[src/rtl/smb_free_pkg.sv]
package smb_free_pkg;
  // bits needed to hold (2**rate_w) * mult
  function automatic int unsigned span_width(input int unsigned rate_w,
                                             input int unsigned mult);
    return $clog2(((2 ** rate_w) * mult) + 1);
  endfunction
endpackage

[src/rtl/smb_idle_timer.sv]
module smb_idle_timer #(
  parameter int unsigned RATE_W    = 8,
  parameter int unsigned IDLE_MULT = 32
) (
  input  logic              clk,
  input  logic              rst,
  input  logic              en,
  input  logic              scl,
  input  logic              sda,
  input  logic              start_det,
  input  logic [RATE_W-1:0] rate,
  output logic              timeout
);
  localparam int unsigned CW = smb_free_pkg::span_width(RATE_W, IDLE_MULT);

  logic [CW-1:0] cnt;
  logic [CW-1:0] limit;
  logic          quiet;

  assign limit = (CW'(rate) + CW'(1)) * CW'(IDLE_MULT);
  assign quiet = en && scl && sda && !start_det;

  always_ff @(posedge clk) begin
    if (rst) begin
      cnt     <= '0;
      timeout <= 1'b0;
    end else begin
      timeout <= 1'b0;
      if (!quiet) begin
        cnt <= '0;
      end else if (cnt < limit) begin
        cnt <= cnt + CW'(1);
        if (cnt == limit - CW'(1)) timeout <= 1'b1;
      end
    end
  end
endmodule

[src/rtl/smb_busy_track.sv]
module smb_busy_track (
  input  logic clk,
  input  logic rst,
  input  logic start_det,
  input  logic stop_det,
  input  logic timeout,
  output logic busy
);
  always_ff @(posedge clk) begin
    if (rst)                       busy <= 1'b0;
    else if (start_det)            busy <= 1'b1;
    else if (stop_det || timeout)  busy <= 1'b0;
  end
endmodule

[src/rtl/smb_start_delay.sv]
module smb_start_delay #(
  parameter int unsigned RATE_W   = 8,
  parameter int unsigned DLY_MULT = 2
) (
  input  logic              clk,
  input  logic              rst,
  input  logic              busy,
  input  logic              start_det,
  input  logic              start_req,
  input  logic [RATE_W-1:0] rate,
  output logic              grant
);
  localparam int unsigned DW = smb_free_pkg::span_width(RATE_W, DLY_MULT);

  logic [DW-1:0] dcnt;
  logic [DW-1:0] dlen;
  logic          settled;
  logic          granted;

  assign dlen    = (DW'(rate) + DW'(1)) * DW'(DLY_MULT);
  assign settled = (dcnt >= dlen);

  always_ff @(posedge clk) begin
    if (rst) begin
      dcnt    <= '0;
      granted <= 1'b0;
      grant   <= 1'b0;
    end else begin
      grant <= 1'b0;
      if (busy)          dcnt <= '0;
      else if (!settled) dcnt <= dcnt + DW'(1);

      if (busy || !start_req) begin
        granted <= 1'b0;
      end else if (settled && !granted && !start_det) begin
        grant   <= 1'b1;
        granted <= 1'b1;
      end
    end
  end
endmodule

[src/rtl/smb_free_sched.sv]
module smb_free_sched #(
  parameter int unsigned RATE_W    = 8,
  parameter int unsigned IDLE_MULT = 32,
  parameter int unsigned DLY_MULT  = 2
) (
  input  logic              clk,
  input  logic              rst,
  input  logic              scl_in,
  input  logic              sda_in,
  input  logic              start_det,
  input  logic              stop_det,
  input  logic              free_en,
  input  logic [RATE_W-1:0] rate_val,
  input  logic              start_req,
  output logic              bus_busy,
  output logic              start_grant
);
  logic idle_to;

  smb_idle_timer #(.RATE_W(RATE_W), .IDLE_MULT(IDLE_MULT)) u_idle (
    .clk(clk), .rst(rst), .en(free_en), .scl(scl_in), .sda(sda_in),
    .start_det(start_det), .rate(rate_val), .timeout(idle_to)
  );

  smb_busy_track u_busy (
    .clk(clk), .rst(rst), .start_det(start_det), .stop_det(stop_det),
    .timeout(idle_to), .busy(bus_busy)
  );

  smb_start_delay #(.RATE_W(RATE_W), .DLY_MULT(DLY_MULT)) u_dly (
    .clk(clk), .rst(rst), .busy(bus_busy), .start_det(start_det),
    .start_req(start_req), .rate(rate_val), .grant(start_grant)
  );
endmodule

[config.mk]
export PLATFORM = sky130hd
export DESIGN_NAME = smb_free_sched
export DESIGN_NICKNAME = d
export VERILOG_FILES = /design/src/rtl/smb_free_pkg.sv /design/src/rtl/smb_idle_timer.sv /design/src/rtl/smb_busy_track.sv /design/src/rtl/smb_start_delay.sv /design/src/rtl/smb_free_sched.sv
export SDC_FILE = /design/constraint.sdc
export NUM_CORES = 1
export LEC_CHECK = 0
export ABC_AREA = 1
export BUFFER_PORTS_ARGS = -buffer_cell sky130_fd_sc_hd__buf_4
export CAP_MARGIN = 10
export CELL_PAD_IN_SITES_DETAIL_PLACEMENT = 0
export CELL_PAD_IN_SITES_GLOBAL_PLACEMENT = 1
export CORE_AREA = 2 2 81 75
export DETAILED_ROUTE_END_ITERATION = 10
export DIE_AREA = 0 0 83 77
export GPL_TIMING_DRIVEN = 0
export PLACE_DENSITY = 0.79
export RECOVER_POWER = 25
export SYNTH_ARGS = -nofsm -noshare
export SYNTH_HDL_FRONTEND = slang
export SYNTH_SLANG_ARGS = --single-unit
[constraint.sdc]
create_clock -name clk -period 3 [get_ports clk]
set_input_delay 0.6 -clock clk [delete_from_list [all_inputs] [get_ports clk]]
set_output_delay 0.6 -clock clk [all_outputs]
set_load 0.01 [all_outputs]
==> reports/metrics.cfg <==
[sta]
rsz0062_at_grt=no
timing.final.crit_share_pct=84.8
tns_ps=0
hold_violations=0
min_period_ps=2550
slew_headroom_pct=63.7
fmax_ghz=0.393
hold_ws_ps=428
tightestPinTransition_ps=544
setup_violations=0
skew_ps=8.20
maxSlewViolCount=0

[logic_synthesis]
synthSimpleGateAreaFrac_pct=42.2
synth_top_cell_by_area=dfxtp_1
synth.top_cell.area_share_pct=24.0
synth_xor_area_share_pct=8.26
synth_area_per_cell_um2=6.44
synth_area_um2=2330
yosysSeqAreaShare_pct=24.0
synthTopCellsByArea=dfxtp_1 (24%), nand2_1 (15%), nand3_1 (12%)
synthAdderAreaFrac_pct=8.05
syn_nets=393
yosys_warnings=0
synth-compound-area-share_pct=8.37
muxShareOfSynthArea_pct=0
synth_cells=362
yosysUniqueCellTypes=28
ys_ff_latch=28
synth_top_family_by_area=simple AND/OR/NAND/NOR gates

[power]
ir_drop_v=0.000187
power.leakage_uw=0.00111
power_density_nw_per_um2=310
p_total_uw=808

[detailed_routing]
wl_per_cell_um=12.1
vias=2208
wirelength_mm=5.47
drc_errors=0
drtAntennaViolNets=0
drt_first_iter_violations=110
drt_pre_antenna_iters=5
viasPerCell=4.87

[critical_path]
setup.worst_path.start=rate_val[0]
r2r_slack_ps=1090
worst-path-buf-inv=5
worst_ep_arrival_time_ps=2770
required_ps=3220
critPathCapture=u_idle.cnt[13]
cp_slowest_cell=ha_1
ff2ff_path_depth=12
crit_chain=buf_4, ha_1, nand2_1, inv_1, nor2_1, inv_1, ha_1, inv_1, o21bai_1, nand3_1, nand3_1, nand3_4, nand2_1, buf_6, nand2_1, a21oi_1
r2r-end=u_idle.cnt[13]
crit_type=input port to flop
crit_family=simple AND/OR/NAND/NOR gates
crit_cells=16
r2r_start=u_idle.cnt[5]
critPathMaxStageDelay_ps=290
startpoint_type=input port
endpoint_kind=flop
cp_max_fo=10

[clock_tree]
cts_inserted_buffers=3
path_clk_slew_ps=110
cts.sinks=28
cts_buffer_depth=2
insertion_delay_ps=280
root_buffer=clkbuf_8
cts_hold_buf=0
cts_resized=0
postCtsSetupRepairBufs=0
cts_tree=done
cts_max_level=1

[die]
die_y_um=77
fp.dieW_um=83
ioPinCount=18
start_util_pct=41.9
dieArea_um2=6390
core_um2=5560
num_rows=26

[global_routing]
grt_max_degree=17
grt_pass1_wl_mm=9.78
antenna_found_initial=0
grt_overflow=0
grt_pass1_vias=2100
grtUsageTotal_pct=18.2

[cells_and_area]
antennaDiodeCount=0
regArea_um2=561
multiInputGateArea_um2=1550
syn_to_final_growth_pct=11.5
finalInstanceArea_um2=2600
drive_gt1_share_pct=10.4
fillCellCount=608
num-nets-final=415

[place]
numPortBuffers=17
post_dp_cell_area_um2=2550
place_congestion=0.783
hpwlAfterDp_mm=4.41

[job]
drv_cap=0

[min_path]
min_path_type=flop to flop

[status]
status=completed

[synth_stat cells]
library cell / number
a21oi_1: 27
a21oi_4: 1
buf_2: 2
buf_4: 1
buf_6: 2
clkbuf_1: 1
dfxtp_1: 28
ha_1: 15
inv_1: 43
inv_2: 2
nand2_1: 92
nand2_2: 6
nand2_4: 2
nand3_1: 56
nand3_2: 2
nand3_4: 1
nand3b_1: 4
nand4_1: 1
nor2_1: 36
nor2_2: 1
nor2_4: 2
nor2_8: 1
nor3_1: 8
o21ai_0: 2
o21bai_1: 3
o21bai_2: 1
xnor2_1: 3
xor2_1: 19
[final cells by class]
type / instances / share of cell area, %
multi-input combinational: 283 / 59.5
inverter: 45 / 6.49
clock buffer: 3 / 1.59
buffer: 6 / 1.68
sequential: 28 / 21.5
tap: 70 / 3.37
timing repair buffer: 17 / 4.62
clock inverter: 1 / 1.15
[per-stage QoR]
stage                     cells  setup slack, ps  utilization [%]
after floorplan             362              657                -
after global placement      449              275             45.8
after detailed placement    449              266             45.8
after CTS                   453              575             47.1
after global routing        453              204             46.8
final                       453              455             46.8
[power breakdown]
part / internal (µW) / leakage, µW / switching (µW)
Sequential: 375 / 0.000226 / 4.75
Combinational: 45.4 / 0.000852 / 67.6
Clock: 179 / 0.0000357 / 136
[registers in the layout (all words and copies together) (netlist names)]
register,cells
u_dly.grant,1
u_idle.timeout,1
u_dly.granted,1
u_dly.dcnt,10
u_idle.cnt,14
u_busy.busy,1
[metal layers]
layer	wire length [µm]	up-vias	global-route usage, %
met5	0	-	0
met4	21	0	3.44
met3	161	2	2.26
met2	2220	25	27.2
met1	3070	974	28.0
li1	-	1207	-
[worst min-delay path by stage]
| stage | startpoint | endpoint | slack [ps] | cells past startpoint |
|---|---|---|---|---|
| CTS | u_dly.granted | u_dly.grant | 440 | 1 |
| global placement | u_dly.granted | u_dly.grant | 410 | 1 |
| global route | u_dly.granted | u_dly.grant | 460 | 1 |
| finish | u_dly.granted | u_dly.grant | 430 | 1 |
| detailed placement | u_dly.granted | u_dly.grant | 420 | 1 |
| floorplan | u_dly.granted | u_dly.grant | 400 | 1 |
[cell usage in the layout (no fill, tap or decap), types with 4 or more instances in the layout]
cell and instances:
ha_1 15, nand2_1 94, nand3_1 56, a21oi_1 27, nor2_1 36, nand3b_1 4, xor2_1 19, nor3_1 8
inv_1 44, dfxtp_1 28, buf_4 15, nand2_2 5
[logic make-up after synthesis]
family          Yosys count
flops                    28
compound gates           34
xor+xnor                 22
fa+ha+maj                15
simple gates            212
buf+inv                  51
No activity file was read; power rests on OpenSTA's default activity.
